`src/rtl/ctb_pkg.sv`:
```
// Package: shared widths, mode codes and register addresses of the timebase.
// Assumes an 8-bit register port and a counter no wider than 16 bits.
package ctb_pkg;
    localparam int CNT_W  = 16;
    localparam int PRE_W  = 10;
    localparam int DATA_W = 8;
    localparam int ADDR_W = 4;

    typedef enum logic [1:0] {
        MODE_BASIC     = 2'b00,
        MODE_PWM_SYNC  = 2'b01,
        MODE_PWM_ASYNC = 2'b10,
        MODE_PWM_RSVD  = 2'b11
    } tb_mode_e;

    localparam logic [ADDR_W-1:0] A_PRE_LO = 4'd0;
    localparam logic [ADDR_W-1:0] A_PRE_HI = 4'd1;
    localparam logic [ADDR_W-1:0] A_SHD_LO = 4'd2;
    localparam logic [ADDR_W-1:0] A_SHD_HI = 4'd3;
    localparam logic [ADDR_W-1:0] A_CTRL   = 4'd4;
    localparam logic [ADDR_W-1:0] A_UPD    = 4'd5;
    localparam logic [ADDR_W-1:0] A_IEN    = 4'd6;
    localparam logic [ADDR_W-1:0] A_FLAG   = 4'd7;
    localparam logic [ADDR_W-1:0] A_ACT_LO = 4'd8;
    localparam logic [ADDR_W-1:0] A_ACT_HI = 4'd9;
    localparam logic [ADDR_W-1:0] A_CNT_LO = 4'd10;
    localparam logic [ADDR_W-1:0] A_CNT_HI = 4'd11;
endpackage

```
`src/rtl/ctb_prescaler.sv`:
```
// Prescaler: issues a one-cycle tick every (pre_val+1) clocks.
// Assumes pre_val may change at any time; a count at or above it restarts.
module ctb_prescaler #(
    parameter int PRE_W = ctb_pkg::PRE_W
) (
    input  logic             clk,
    input  logic             rst_n,
    input  logic [PRE_W-1:0] pre_val,
    output logic             tick
);
    logic [PRE_W-1:0] pre_cnt;

    assign tick = (pre_cnt >= pre_val);

    // Purpose: advance the divider and restart it on terminal count.
    always_ff @(posedge clk) begin
        if (!rst_n)     pre_cnt <= '0;
        else if (tick)  pre_cnt <= '0;
        else            pre_cnt <= pre_cnt + 1'b1;
    end

    AST_PRE_RESTART: assert property (@(posedge clk) disable iff (!rst_n)
        tick |=> (pre_cnt == '0));
endmodule

```
`src/rtl/ctb_counter.sv`:
```
// Counter core: steps up or down on each tick and wraps against the reload.
// Up: after reaching reload (or all-ones) goes to 0. Down: after 0 loads reload.
// Assumes reload is stable for the cycle in which it is used.
module ctb_counter #(
    parameter int CNT_W = ctb_pkg::CNT_W
) (
    input  logic             clk,
    input  logic             rst_n,
    input  logic             tick,
    input  logic             down,
    input  logic [CNT_W-1:0] reload,
    output logic [CNT_W-1:0] cnt,
    output logic             wrap_evt,
    output logic             ovf
);
    localparam logic [CNT_W-1:0] ALL_ONES = '1;

    logic at_limit;

    // Purpose: decide whether the next step is a wrap.
    always_comb begin
        if (down) at_limit = (cnt == '0);
        else      at_limit = (cnt == reload) || (cnt == ALL_ONES);
        wrap_evt = tick && at_limit;
    end

    // Purpose: step the count and register the overflow pulse.
    always_ff @(posedge clk) begin
        if (!rst_n) begin
            cnt <= '0;
            ovf <= 1'b0;
        end else begin
            ovf <= wrap_evt;
            if (tick) begin
                if (at_limit) cnt <= down ? reload : '0;
                else          cnt <= down ? cnt - 1'b1 : cnt + 1'b1;
            end
        end
    end

    AST_HOLD_NO_TICK: assert property (@(posedge clk) disable iff (!rst_n)
        !tick |=> $stable(cnt));
    AST_UP_WRAP: assert property (@(posedge clk) disable iff (!rst_n)
        (tick && !down && cnt == reload) |=> (cnt == '0) && ovf);
    AST_DOWN_LOAD: assert property (@(posedge clk) disable iff (!rst_n)
        (tick && down && cnt == '0) |=> (cnt == $past(reload)) && ovf);
endmodule

```
`src/rtl/ctb_regs.sv`:
```
// Register file: prescale, shadow/active reload, control, enable and flag.
// Commits shadow to active at once in basic mode, at overflow in PWM modes.
// Assumes wrap_evt comes from the counter in the same cycle as the wrap edge.
module ctb_regs #(
    parameter int CNT_W  = ctb_pkg::CNT_W,
    parameter int PRE_W  = ctb_pkg::PRE_W,
    parameter int DATA_W = ctb_pkg::DATA_W,
    parameter int ADDR_W = ctb_pkg::ADDR_W
) (
    input  logic              clk,
    input  logic              rst_n,
    input  logic              wr_en,
    input  logic [ADDR_W-1:0] wr_addr,
    input  logic [DATA_W-1:0] wr_data,
    input  logic [ADDR_W-1:0] rd_addr,
    output logic [DATA_W-1:0] rd_data,
    input  logic              wrap_evt,
    input  logic [CNT_W-1:0]  cnt,
    output logic [PRE_W-1:0]  pre_val,
    output logic [CNT_W-1:0]  reload,
    output logic              down,
    output logic [1:0]        mode,
    output logic              irq
);
    import ctb_pkg::*;

    localparam int PRE_HI_W = PRE_W - DATA_W;
    localparam int CNT_HI_W = CNT_W - DATA_W;

    logic [CNT_W-1:0] shadow;
    logic [2:0]       ctrl;
    logic             ien, flag, pend;
    logic             upd_req, flag_clr, is_basic, req, commit;

    assign down     = ctrl[0];
    assign mode     = ctrl[2:1];
    assign is_basic = (ctrl[2:1] == MODE_BASIC);
    assign upd_req  = wr_en && (wr_addr == A_UPD) && wr_data[0];
    assign flag_clr = wr_en && (wr_addr == A_FLAG) && wr_data[0];
    assign req      = upd_req || pend;
    assign commit   = req && (is_basic || wrap_evt);
    assign irq      = flag && ien;

    // Purpose: software-written configuration registers.
    always_ff @(posedge clk) begin
        if (!rst_n) begin
            pre_val <= '0;
            shadow  <= '1;
            ctrl    <= '0;
            ien     <= 1'b0;
        end else if (wr_en) begin
            case (wr_addr)
                A_PRE_LO: pre_val[DATA_W-1:0]     <= wr_data;
                A_PRE_HI: pre_val[PRE_W-1:DATA_W] <= wr_data[PRE_HI_W-1:0];
                A_SHD_LO: shadow[DATA_W-1:0]      <= wr_data;
                A_SHD_HI: shadow[CNT_W-1:DATA_W]  <= wr_data[CNT_HI_W-1:0];
                A_CTRL:   ctrl                    <= wr_data[2:0];
                A_IEN:    ien                     <= wr_data[0];
                default:  ;
            endcase
        end
    end

    // Purpose: move shadow to active reload and track a pending request.
    always_ff @(posedge clk) begin
        if (!rst_n) begin
            reload <= '1;
            pend   <= 1'b0;
        end else begin
            pend <= req && !commit;
            if (commit) reload <= shadow;
        end
    end

    // Purpose: sticky overflow flag, set wins over write-one-to-clear.
    always_ff @(posedge clk) begin
        if (!rst_n)        flag <= 1'b0;
        else if (wrap_evt) flag <= 1'b1;
        else if (flag_clr) flag <= 1'b0;
    end

    // Purpose: combinational read mux.
    always_comb begin
        case (rd_addr)
            A_PRE_LO: rd_data = pre_val[DATA_W-1:0];
            A_PRE_HI: rd_data = DATA_W'(pre_val[PRE_W-1:DATA_W]);
            A_SHD_LO: rd_data = shadow[DATA_W-1:0];
            A_SHD_HI: rd_data = DATA_W'(shadow[CNT_W-1:DATA_W]);
            A_CTRL:   rd_data = DATA_W'(ctrl);
            A_UPD:    rd_data = DATA_W'(pend);
            A_IEN:    rd_data = DATA_W'(ien);
            A_FLAG:   rd_data = DATA_W'(flag);
            A_ACT_LO: rd_data = reload[DATA_W-1:0];
            A_ACT_HI: rd_data = DATA_W'(reload[CNT_W-1:DATA_W]);
            A_CNT_LO: rd_data = cnt[DATA_W-1:0];
            A_CNT_HI: rd_data = DATA_W'(cnt[CNT_W-1:DATA_W]);
            default:  rd_data = '0;
        endcase
    end

    AST_BASIC_COMMIT: assert property (@(posedge clk) disable iff (!rst_n)
        (upd_req && is_basic) |=> (reload == $past(shadow)) && !pend);
    AST_PWM_DEFER: assert property (@(posedge clk) disable iff (!rst_n)
        (pend && !is_basic && !wrap_evt) |=> $stable(reload) && pend);
    AST_FLAG_SET: assert property (@(posedge clk) disable iff (!rst_n)
        wrap_evt |=> flag);
    AST_FLAG_CLEAR: assert property (@(posedge clk) disable iff (!rst_n)
        (flag_clr && !wrap_evt) |=> !flag);
endmodule

```
`src/rtl/ccu_timebase.sv`:
```
// Top: prescaled up/down 16-bit timebase with shadowed reload and overflow flag.
// Assumes a single clock domain; the register port is written one access per cycle.
module ccu_timebase #(
    parameter int CNT_W  = ctb_pkg::CNT_W,
    parameter int PRE_W  = ctb_pkg::PRE_W,
    parameter int DATA_W = ctb_pkg::DATA_W,
    parameter int ADDR_W = ctb_pkg::ADDR_W
) (
    input  logic              clk,
    input  logic              rst_n,
    input  logic              wr_en,
    input  logic [ADDR_W-1:0] wr_addr,
    input  logic [DATA_W-1:0] wr_data,
    input  logic [ADDR_W-1:0] rd_addr,
    output logic [DATA_W-1:0] rd_data,
    output logic [CNT_W-1:0]  count_o,
    output logic              ovf_o,
    output logic [1:0]        mode_o,
    output logic              irq_o
);
    logic [PRE_W-1:0] pre_val;
    logic [CNT_W-1:0] reload;
    logic             tick, down, wrap_evt;

    ctb_prescaler #(.PRE_W(PRE_W)) u_pre (
        .clk(clk), .rst_n(rst_n), .pre_val(pre_val), .tick(tick)
    );

    ctb_counter #(.CNT_W(CNT_W)) u_cnt (
        .clk(clk), .rst_n(rst_n), .tick(tick), .down(down), .reload(reload),
        .cnt(count_o), .wrap_evt(wrap_evt), .ovf(ovf_o)
    );

    ctb_regs #(.CNT_W(CNT_W), .PRE_W(PRE_W), .DATA_W(DATA_W), .ADDR_W(ADDR_W)) u_regs (
        .clk(clk), .rst_n(rst_n), .wr_en(wr_en), .wr_addr(wr_addr),
        .wr_data(wr_data), .rd_addr(rd_addr), .rd_data(rd_data),
        .wrap_evt(wrap_evt), .cnt(count_o), .pre_val(pre_val),
        .reload(reload), .down(down), .mode(mode_o), .irq(irq_o)
    );
endmodule

```
`config.mk`:
```
export PLATFORM = sky130hd
export DESIGN_NAME = ccu_timebase
export DESIGN_NICKNAME = d
export VERILOG_FILES = /design/src/rtl/ctb_pkg.sv /design/src/rtl/ctb_prescaler.sv /design/src/rtl/ctb_counter.sv /design/src/rtl/ctb_regs.sv /design/src/rtl/ccu_timebase.sv
export SDC_FILE = /design/constraint.sdc
export NUM_CORES = 1
export LEC_CHECK = 0
export CORE_UTILIZATION = 40
export CTS_CLUSTER_SIZE = 14
export DETAILED_ROUTE_END_ITERATION = 16
export GPL_ROUTABILITY_DRIVEN = 0
export PLACE_DENSITY = 0.7
export SETUP_SLACK_MARGIN = 0.2
export SYNTH_ARGS = -nofsm -noshare
export SYNTH_HDL_FRONTEND = slang
export SYNTH_SLANG_ARGS = --single-unit
```
`constraint.sdc`:
```
create_clock -name clk -period 5.9 [get_ports clk]
set_input_delay 0.59 -clock clk [delete_from_list [all_inputs] [get_ports clk]]
set_output_delay 0.59 -clock clk [all_outputs]
set_load 0.1 [all_outputs]
```
==> results of run 1 <==
[worst max path at each step]
stage,to,slack (ns)
3_3_place_gp,rd_data[2],1.48
2_1_floorplan,rd_data[2],1.69
5_1_grt,rd_data[6],1.17
4_1_cts,rd_data[0],1.40
3_5_place_dp,rd_data[0],1.39
6_report,rd_data[6],1.37
[registers in the layout (all words and copies together), names as in the netlist]
name,count
u_regs.shadow,16
u_cnt.ovf,1
u_cnt.cnt,16
u_regs.ctrl,3
u_regs.pend,1
u_pre.pre_cnt,10
u_regs.ien,1
u_regs.flag,1
u_regs.pre_val,10
u_regs.reload,16
[metal layers]
metal,up-vias,wire (µm)
li1,2476,-
met1,2437,6880
met2,203,7160
met3,43,898
met4,0,606
met5,-,0
[cell families after synthesis]
kind of cell               after synthesis
xor gates and xnor gates                30
and+or+nand+nor                        248
buffers and inverters                   72
DFF                                     75
AOI/OAI and AO/OA                      181
adders and majority gates               26
muxes                                   26
[power breakdown]
part	internal (mW)	switching, mW	leakage, nW
sequential	0.525	0.0454	0.609
combinational	0.125	0.273	1.74
clock	0.325	0.214	0.141
total	0.975	0.533	2.49
[layout make-up]
class                           count  area, µm²
Fill cell                        1246       6560
Timing Repair Buffer               53        508
Clock buffer                        9        225
Sequential cell                    75       1500
Multi-Input combinational cell    511       3410
Clock inverter                      7       68.8
Inverter                           35        131
Tap cell                          172        215
[worst max-delay path, delay by kind of cell]
kind | cells | cell delay [ns]
buffers and inverters | 2 | 2.37
AOI/OAI and AO/OA | 3 | 0.36
and+or+nand+nor | 2 | 0.61
[cell usage after synthesis, types with 3 or more instances]
master | instances | area share (%)
sky130_fd_sc_hd__dfxtp_1 | 75 | 29
sky130_fd_sc_hd__nand2_1 | 74 | 5.4
sky130_fd_sc_hd__nor2_1 | 56 | 4.1
sky130_fd_sc_hd__nand3_1 | 37 | 3.6
sky130_fd_sc_hd__inv_1 | 35 | 2.5
sky130_fd_sc_hd__clkbuf_1 | 32 | 2.3
sky130_fd_sc_hd__o21ai_0 | 31 | 3.0
sky130_fd_sc_hd__a21oi_1 | 29 | 2.8
sky130_fd_sc_hd__ha_1 | 25 | 6.0
sky130_fd_sc_hd__nor3_1 | 24 | 2.3
sky130_fd_sc_hd__xnor2_1 | 21 | 3.5
sky130_fd_sc_hd__mux2i_1 | 19 | 3.7
sky130_fd_sc_hd__a31o_2 | 15 | 2.5
sky130_fd_sc_hd__a22oi_1 | 14 | 2.0
sky130_fd_sc_hd__a21boi_0 | 13 | 1.9
sky130_fd_sc_hd__a21o_1 | 12 | 1.7
sky130_fd_sc_hd__nand4_1 | 11 | 1.3
sky130_fd_sc_hd__a221oi_2 | 10 | 2.9
sky130_fd_sc_hd__a221oi_1 | 9 | 1.5
sky130_fd_sc_hd__xor2_1 | 9 | 1.5
sky130_fd_sc_hd__a31oi_1 | 7 | 0.84
sky130_fd_sc_hd__and3_1 | 7 | 0.84
sky130_fd_sc_hd__nand3b_1 | 7 | 1.0
sky130_fd_sc_hd__nor2b_1 | 7 | 0.84
sky130_fd_sc_hd__o21ai_1 | 7 | 0.68
sky130_fd_sc_hd__o22ai_1 | 5 | 0.60
sky130_fd_sc_hd__mux2_2 | 4 | 0.87
sky130_fd_sc_hd__nor3b_1 | 4 | 0.58
sky130_fd_sc_hd__nor4_1 | 4 | 0.48
sky130_fd_sc_hd__o21a_1 | 4 | 0.58
sky130_fd_sc_hd__a211oi_1 | 3 | 0.43
sky130_fd_sc_hd__and2_1 | 3 | 0.36
sky130_fd_sc_hd__buf_2 | 3 | 0.29
sky130_fd_sc_hd__o2111ai_1 | 3 | 0.51
sky130_fd_sc_hd__or3_1 | 3 | 0.36
[layout by cell type, fill, tap and decap left out, types with 4 or more instances in the layout]
master	n
sky130_fd_sc_hd__clkbuf_16	9
sky130_fd_sc_hd__o22ai_1	5
sky130_fd_sc_hd__nor4_1	4
sky130_fd_sc_hd__nand2_1	74
sky130_fd_sc_hd__o21a_1	4
sky130_fd_sc_hd__nor2b_1	7
sky130_fd_sc_hd__nand3_1	37
sky130_fd_sc_hd__a221oi_1	9
sky130_fd_sc_hd__xnor2_1	21
sky130_fd_sc_hd__a21oi_1	29
sky130_fd_sc_hd__inv_1	35
sky130_fd_sc_hd__a221oi_2	10
sky130_fd_sc_hd__mux2i_1	19
sky130_fd_sc_hd__clkdlybuf4s50_1	45
sky130_fd_sc_hd__a22oi_1	14
sky130_fd_sc_hd__dfxtp_1	75
sky130_fd_sc_hd__a21o_1	12
sky130_fd_sc_hd__nor2_1	56
sky130_fd_sc_hd__nor3b_1	4
sky130_fd_sc_hd__mux2_2	4
sky130_fd_sc_hd__nor3_1	24
sky130_fd_sc_hd__a31o_2	15
sky130_fd_sc_hd__o21ai_1	7
sky130_fd_sc_hd__nand4_1	11
sky130_fd_sc_hd__buf_4	7
sky130_fd_sc_hd__a31oi_1	6
sky130_fd_sc_hd__nand3b_1	7
sky130_fd_sc_hd__xor2_1	9
sky130_fd_sc_hd__ha_1	25
sky130_fd_sc_hd__a21boi_0	13
sky130_fd_sc_hd__and3_1	7
sky130_fd_sc_hd__o21ai_0	31
==> flow_metrics.tcl, run 1 <==
set metrics [dict create \
    drt_drc_violations_left 0 \
    yosys-mux-area-fraction_pct 5.62 \
    r2r_start "u_regs.ctrl[0]$_SDFFE_PN0P_" \
    initial_utilization_pct 41.1 \
    clock_pin_slew_reported_for_the_worst_setup_and_hold_paths_after_clock_tree_synthesis_ns 0.05 \
    finish.instance_area_mm2 0.00606 \
    die-area_mm2 0.0134 \
    detailroute.via_count 5159 \
    worstSetupStartpointType "input pin" \
    finalNetCount 730 \
    syn-cell-area_mm2 0.00519 \
    critical_path.cell_chain "clkdlybuf4s50_1, nor2b_1, a21oi_1, o21ai_0, a21oi_1, nor2_1, clkdlybuf4s50_1" \
    reg_to_reg_end "u_regs.reload[2]$_SDFFE_PN1P_" \
    whs_path_depth 2 \
    finalNonFillerCells 862 \
    worst_pin_slew_ns 1.05 \
    die_width_um 116 \
    worst-endpoint-required_ns 5.31 \
    timing.slew.headroom_pct 29.7 \
    setup_violations 0 \
    dpl.cell_count 846 \
    maxSlewViolCount 0 \
    fin_hold_ws_ns 0.471 \
    global_route.usage.met2_pct 38.9 \
    cts_hold_repair.buffers 0 \
    pre_cts_ws_ns 1.39 \
    cts-buffers-inserted 9 \
    cp_peak_stage_delay_ns 1.20 \
    routed_via_density 5.98 \
    yosys_register_bits 75 \
    syn-mean-instance-area_um2 7.89 \
    grt_util_met1_pct 30.4 \
    chipHeight_um 116 \
    vias_in_the_first_global_route 4852 \
    synth_async_sr_flop_share_pct 0 \
    tritoncts_num_sinks 75 \
    combinational_family_with_the_most_area_after_synthesis "compound AO/OA/AOI/OAI gates" \
    post_dp_cell_area_mm2 0.00577 \
    cp.arrival_ns 3.94 \
    grt_antenna_before_repair 0 \
    min-delay-start "u_regs.pre_val[1]$_SDFFE_PN0P_" \
    fin_tns_setup_ns 0 \
    route.antenna.remaining_nets 0 \
    timing.reg2reg.worst_path_depth 8 \
    htree_num_levels 3 \
    grt_overflow 0 \
    design_power_total_mw 1.51 \
    clock.fmax_ghz 0.221 \
    irDropWorstVdd_v 0.000121 \
    rsz0062_at_grt "no" \
    cts_resized 0 \
    cts_tree "yes" \
    ys.flop_type "sky130_fd_sc_hd__dfxtp_1" \
    initialDrtViolationCount 403 \
    worst-setup-path-type "input pin to output pin" \
    fin_skew_ns 0.00781 \
    syn-num-nets 703 \
    min-delay-path-class "flip-flop to flip-flop" \
    dpl.hpwl_um 11100 \
    fin_crit_sh_pct 76.8 \
    final_layout_size_suffix_gt1_share_pct 8.70 \
    grt_util_all_layers_pct 23.7 \
    synth_cell_types 64 \
    simple_gate_share_of_the_synthesized_area_pct 22.9 \
    yosysSeqAreaShare_pct 28.9 \
    xor_xnor_portion_of_the_synthesized_cell_area_pct 5.06 \
    pin_count 47 \
    leakage_nw 2.49 \
    endpoint_kind "output pin" \
    setup.reg_to_reg.worst_slack_ns 2.75 \
    synth_edf_count 0 \
    clk-insertion-delay-late_ns 0.34 \
    timing.critical_path.from "rd_addr[1]" \
    maximum_number_of_buffers_from_clock_root_to_sink 2 \
    area_growth_pct 16.8 \
    antenna_cells_inserted 0 \
    final_wl_um 15500 \
    cap_violations 0 \
    met3_usage_pct 3.40 \
    synthAdderAreaFrac_pct 6.41 \
    period_needed_ns 4.53 \
    first_pass_grt_wire_length_um 24600 \
    core_area_mm2 0.0126 \
    rows 41 \
    synth-compound-area-share_pct 25.7 \
    worstPathMaxFanout 29 \
    ctsRootBufferMaster "sky130_fd_sc_hd__clkbuf_16" \
    hold-path-endpoint "u_regs.pre_val[1]$_SDFFE_PN0P_" \
    post-route-worst-setup-slack_ns 1.37 \
    wire_per_inst_um 18.0 \
    pwr_density_cell_mw_per_mm2 249 \
    grt_start_max_net_pins 72 \
    cell_with_the_biggest_individual_delay_on_the_critical_path "sky130_fd_sc_hd__clkdlybuf4s50_1" \
    grt_most_used_layer "met2" \
    run_status "finished clean" \
    final_hold_violating_endpoints 0 \
    port_buffers 46 \
    synth-warning-count 0 \
    final_util_pct 48.0 \
    post_synthesis_cells 658 \
    cts_setup_buffers 0 \
    drt_first_pass_iters 5 \
]
(Power assumes the default switching activity.)
==> inputs of run 2 (changes only) <==
--- a/config.mk
+++ b/config.mk
@@ -9,7 +9,7 @@
 export CTS_CLUSTER_SIZE = 14
 export DETAILED_ROUTE_END_ITERATION = 16
 export GPL_ROUTABILITY_DRIVEN = 0
-export PLACE_DENSITY = 0.7
+export PLACE_DENSITY = 0.72
 export SETUP_SLACK_MARGIN = 0.2
 export SYNTH_ARGS = -nofsm -noshare
 export SYNTH_HDL_FRONTEND = slang
==> constraint.sdc (replaced) <==
create_clock -name clk -period 3.65 [get_ports clk]
set_input_delay 0.365 -clock clk [delete_from_list [all_inputs] [get_ports clk]]
set_output_delay 0.365 -clock clk [all_outputs]
set_load 0.1 [all_outputs]
==> flow_metrics.tcl, run 2 (synthesis results as in run 1) <==
set metrics [dict create \
    antenna_cells_inserted 0 \
    core_area_mm2 0.0126 \
    finalNetCount 735 \
    cts_hold_repair.buffers 0 \
    worstPathMaxFanout 24 \
    layout_common_cells "sky130_fd_sc_hd__dfxtp_1, sky130_fd_sc_hd__nand2_1, sky130_fd_sc_hd__nor2_1" \
    cap_violations 0 \
    clk-insertion-delay-late_ns 0.34 \
    layout.cells.most_common "sky130_fd_sc_hd__dfxtp_1" \
    run_status "finished clean" \
    maximum_number_of_buffers_from_clock_root_to_sink 2 \
    drt_drc_violations_left 0 \
    area_growth_pct 20.0 \
    die-area_mm2 0.0134 \
    path_delay_family "buffers and inverters" \
    drt_first_pass_iters 6 \
    rows 41 \
    design_power_total_mw 2.58 \
    critical_path.cell_chain "clkdlybuf4s50_1, nand2b_1, nor2_1, a221oi_1, o22ai_1, buf_12" \
    grt_overflow 0 \
    pin_count 47 \
    first_pass_grt_wire_length_um 24400 \
    fin_skew_ns 0.00733 \
    final_wl_um 15500 \
    initialDrtViolationCount 507 \
    worst_pin_slew_ns 0.968 \
    timing.slew.headroom_pct 35.3 \
    final_hold_violating_endpoints 0 \
    routed_via_density 6.03 \
    cp_peak_stage_delay_ns 0.83 \
    dpl.hpwl_um 11200 \
    cts-buffers-inserted 9 \
    chipHeight_um 116 \
    critical_path_buf_inv_count 2 \
    die_width_um 116 \
    fin_hold_ws_ns 0.469 \
    reg.largest.list "u_cnt.cnt (16), u_regs.reload (16), u_regs.shadow (16)" \
    htree_num_levels 3 \
    cts_resized 0 \
    endpoint_kind "output pin" \
    ctsRootBufferMaster "sky130_fd_sc_hd__clkbuf_16" \
    clock.fmax_ghz 0.331 \
    detailroute.via_count 5231 \
    grt_start_max_net_pins 51 \
    worst-setup-path-type "input pin to output pin" \
    grt_util_all_layers_pct 23.3 \
    leakage_nw 2.58 \
    irDropWorstVdd_v 0.000293 \
    fin_tns_setup_ns 0 \
    tritoncts_num_sinks 75 \
    cell_with_the_biggest_individual_delay_on_the_critical_path "sky130_fd_sc_hd__clkdlybuf4s50_1" \
    port_buffers 46 \
    maxSlewViolCount 0 \
    fin_crit_sh_pct 82.9 \
    min-delay-path-class "input pin to flip-flop" \
    clock_pin_slew_reported_for_the_worst_setup_and_hold_paths_after_clock_tree_synthesis_ns 0.06 \
    worst-endpoint-required_ns 3.28 \
    initial_utilization_pct 41.1 \
    rsz0062_at_grt "no" \
    cts_setup_buffers 0 \
    final_layout_size_suffix_gt1_share_pct 10.6 \
    cts_tree "yes" \
    pwr_density_cell_mw_per_mm2 415 \
    cp.arrival_ns 2.66 \
    vias_in_the_first_global_route 4791 \
    route.antenna.remaining_nets 0 \
    setup_violations 0 \
    worstSetupStartpointType "input pin" \
    grt_antenna_before_repair 0 \
    wire_per_inst_um 17.9 \
    period_needed_ns 3.02 \
]
[run 2: path summary, 6_finish.rpt]
check / slack [ns] / start / cells after the start / endpoint
min reg2reg: 0.47 / u_regs.pre_val[1]$_SDFFE_PN0P_ / 2 / u_regs.pre_val[1]$_SDFFE_PN0P_
max: 0.63 / rd_addr[3] / 6 / rd_data[0]
max reg2reg: 0.90 / u_cnt.cnt[0]$_SDFFE_PN0P_ / 8 / u_cnt.cnt[10]$_SDFFE_PN0P_
min: 0.47 / rst_n / 2 / u_cnt.cnt[10]$_SDFFE_PN0P_
[run 2: power breakdown]
group,switching (mW),internal [mW]
Sequential,0.0745,0.848
Clock,0.367,0.624
Combinational,0.446,0.220
Total,0.888,1.69
[run 2: layer usage]
metal	global-route usage [%]	vias to the layer above	share of wire (%)
li1	-	2477	-
met5	0	-	0
met4	7.35	0	2.3
met1	30.9	2479	43
met3	5.28	40	8.2
met2	37.4	235	46
[run 2: through the flow]
step | setup slack, ns | instances | util (%) | instance area, µm²
CTS | 0.701 | 867 | 49.3 | 6230
detailed placement | 0.702 | 851 | 46.7 | 5890
global route | 0.468 | 867 | 49.3 | 6230
floorplan | 0.269 | 658 | - | 5190
finish | 0.626 | 867 | 49.3 | 6230
global placement | 0.798 | 851 | 46.7 | 5890
[run 2: worst reg2reg max path: cells and delay by family (launching register included)]
| kind | cells | cell delay (ns) |
|---|---|---|
| AOI/OAI and AO/OA | 3 | 0.78 |
| adders and majority gates | 1 | 0.47 |
| buffers and inverters | 1 | 0.13 |
| DFF | 1 | 0.49 |
| and+or+nand+nor | 3 | 0.83 |
[run 2: cell type report]
type	instances	area (µm²)
fillers	1216	6390
multi-input cells	511	3420
flip-flops and latches	75	1500
repair buffers	58	626
clock buffers	10	239
well taps	172	215
inverters	35	131
clock inverters	6	95.1
==> inputs of run 3 (changes only) <==
==> constraint.sdc (replaced) <==
create_clock -name clk -period 2.65 [get_ports clk]
set_input_delay 0.265 -clock clk [delete_from_list [all_inputs] [get_ports clk]]
set_output_delay 0.265 -clock clk [all_outputs]
set_load 0.1 [all_outputs]
==> flow_metrics.tcl, run 3 (synthesis results as in run 1) <==
set metrics [dict create \
    post_dp_cell_area_mm2 0.00596 \
    clock_pin_slew_reported_for_the_worst_setup_and_hold_paths_after_clock_tree_synthesis_ns 0.06 \
    drt_first_pass_iters 5 \
    finalNetCount 740 \
    min-delay-path-class "flip-flop to flip-flop" \
    path_delay_family "buffers and inverters" \
    clk-insertion-delay-late_ns 0.34 \
    finalNonFillerCells 872 \
    maxSlewViolCount 0 \
    grt_antenna_before_repair 0 \
    number_of_fill_cells 1216 \
    fin_skew_ns 0.00804 \
    drt_drc_violations_left 0 \
    dpl.hpwl_um 11800 \
    period_needed_ns 2.37 \
    rows 41 \
    setup_violations 0 \
    final_wl_um 16200 \
    die-area_mm2 0.0134 \
    pin_count 47 \
    tritoncts_num_sinks 75 \
    layout.cells.most_common "sky130_fd_sc_hd__nand2_1" \
    run_status "finished clean" \
    dpl.cell_count 856 \
    critical_path.cell_chain "clkdlybuf4s50_1, buf_6, mux4_2, a21oi_1, o22ai_2, buf_12" \
    maximum_number_of_buffers_from_clock_root_to_sink 2 \
    finish.instance_area_mm2 0.00632 \
    worst-setup-path-type "input pin to output pin" \
    fin_crit_sh_pct 89.6 \
    cell_with_the_biggest_individual_delay_on_the_critical_path "sky130_fd_sc_hd__clkdlybuf4s50_1" \
    post-route-worst-setup-slack_ns 0.275 \
    leakage_nw 2.65 \
    die_width_um 116 \
    final_hold_violating_endpoints 0 \
    timing.slew.headroom_pct 60.2 \
    endpoint_kind "output pin" \
    setup.reg_to_reg.worst_slack_ns 0.33 \
    route.antenna.remaining_nets 0 \
    grt_util_all_layers_pct 24.9 \
    critical_path_buf_inv_count 3 \
    worst_pin_slew_ns 0.597 \
    cts_setup_buffers 0 \
    min-delay-start "u_pre.pre_cnt[0]$_SDFF_PP0_" \
    pwr_density_cell_mw_per_mm2 560 \
    cp.arrival_ns 2.11 \
    design_power_total_mw 3.53 \
    cts_hold_repair.buffers 0 \
    core_area_mm2 0.0126 \
    final_layout_size_suffix_gt1_share_pct 18.6 \
    ctsRootBufferMaster "sky130_fd_sc_hd__clkbuf_16" \
    grt_overflow 0 \
    whs_path_depth 1 \
    detailroute.via_count 5319 \
    initial_utilization_pct 41.1 \
    port_buffers 46 \
    rsz0062_at_grt "no" \
    vias_in_the_first_global_route 5021 \
    reg_to_reg_end "u_regs.reload[0]$_SDFFE_PN1P_" \
    worstSetupStartpointType "input pin" \
    cts_tree "yes" \
    area_growth_pct 21.8 \
    cp_peak_stage_delay_ns 0.54 \
    irDropWorstVdd_v 0.000321 \
    routed_via_density 6.10 \
    wire_per_inst_um 18.6 \
    reg.largest.list "u_cnt.cnt (16), u_regs.reload (16), u_regs.shadow (16)" \
    clock.fmax_ghz 0.421 \
    first_pass_grt_wire_length_um 25800 \
    worst-endpoint-required_ns 2.38 \
    htree_num_levels 3 \
    chipHeight_um 116 \
    antenna_cells_inserted 0 \
    pre_cts_ws_ns 0.204 \
    worstPathMaxFanout 28 \
    timing.reg2reg.worst_path_depth 7 \
    r2r_start "u_regs.pre_val[4]$_SDFFE_PN0P_" \
    grt_start_max_net_pins 58 \
    layout_common_cells "sky130_fd_sc_hd__nand2_1, sky130_fd_sc_hd__dfxtp_1, sky130_fd_sc_hd__nor2_1" \
    hold-path-endpoint "u_pre.pre_cnt[0]$_SDFF_PP0_" \
    cap_violations 0 \
    fin_tns_setup_ns 0 \
    cts-buffers-inserted 9 \
    initialDrtViolationCount 590 \
]
-- run 3: through the flow --
step / hold slack, ns / util (%)
2_1_floorplan: 0.389 / -
3_3_place_gp: 0.459 / 47.2
3_5_place_dp: 0.479 / 47.2
4_1_cts: 0.487 / 49.9
5_1_grt: 0.517 / 50.1
6_report: 0.481 / 50.1
-- run 3: worst max-delay path by stage --
stage	startpoint	to	slack, ns	cells after the start
after floorplan	u_regs.ctrl[0]$_SDFFE_PN0P_	u_cnt.cnt[10]$_SDFFE_PN0P_	0.20	8
after global placement	rd_addr[1]	rd_data[0]	0.23	6
after detailed placement	rd_addr[1]	rd_data[0]	0.20	6
after CTS	rd_addr[1]	rd_data[0]	0.24	5
after global routing	rd_addr[1]	rd_data[0]	0.20	6
final	rd_addr[1]	rd_data[0]	0.28	6
-- run 3: area by class of cell --
class / count / area [µm²] / area share (%)
sequential: 75 / 1530 / 24.2
clock buffer: 12 / 267 / 4.22
tap: 172 / 215 / 3.41
clock inverter: 4 / 55.1 / 0.871
multi-input combinational: 511 / 3490 / 55.3
inverter: 35 / 131 / 2.08
timing repair buffer: 63 / 629 / 9.96
-- run 3: repair_timing --
item / in CTS / in global routing
setup endpoints to repair: 10 / 17
pin swaps: 0 / 0
endpoints found under the hold margin: 0 / 0
resized for setup: 2 / 7
-- run 3: worst reg2reg max path: stages (launching register included) --
cell                       delay, ns
sky130_fd_sc_hd__dfxtp_1        0.40
sky130_fd_sc_hd__inv_1          0.07
sky130_fd_sc_hd__ha_1           0.31
sky130_fd_sc_hd__o211a_1        0.26
sky130_fd_sc_hd__a221oi_2       0.33
sky130_fd_sc_hd__o21a_2         0.27
sky130_fd_sc_hd__o221a_4        0.39
sky130_fd_sc_hd__a221oi_1       0.16
-- run 3: layer usage --
metal  global-route usage [%]  vias to the layer above  wire, µm  share of wire [%]
met5                        0                        -         0                  0
met4                     14.1                        0       698                4.3
li1                         -                     2491         -                  -
met3                     2.41                       51      1170                7.2
met2                     40.3                      255      7410                 46
met1                     32.4                     2522      6960                 43
-- run 3: report_power, final --
group          internal, mW  total [mW]  switching (mW)
combinational         0.306       0.942           0.636
clock                 0.813        1.31           0.500
sequential             1.18        1.28           0.102
total                  2.30        3.53            1.24
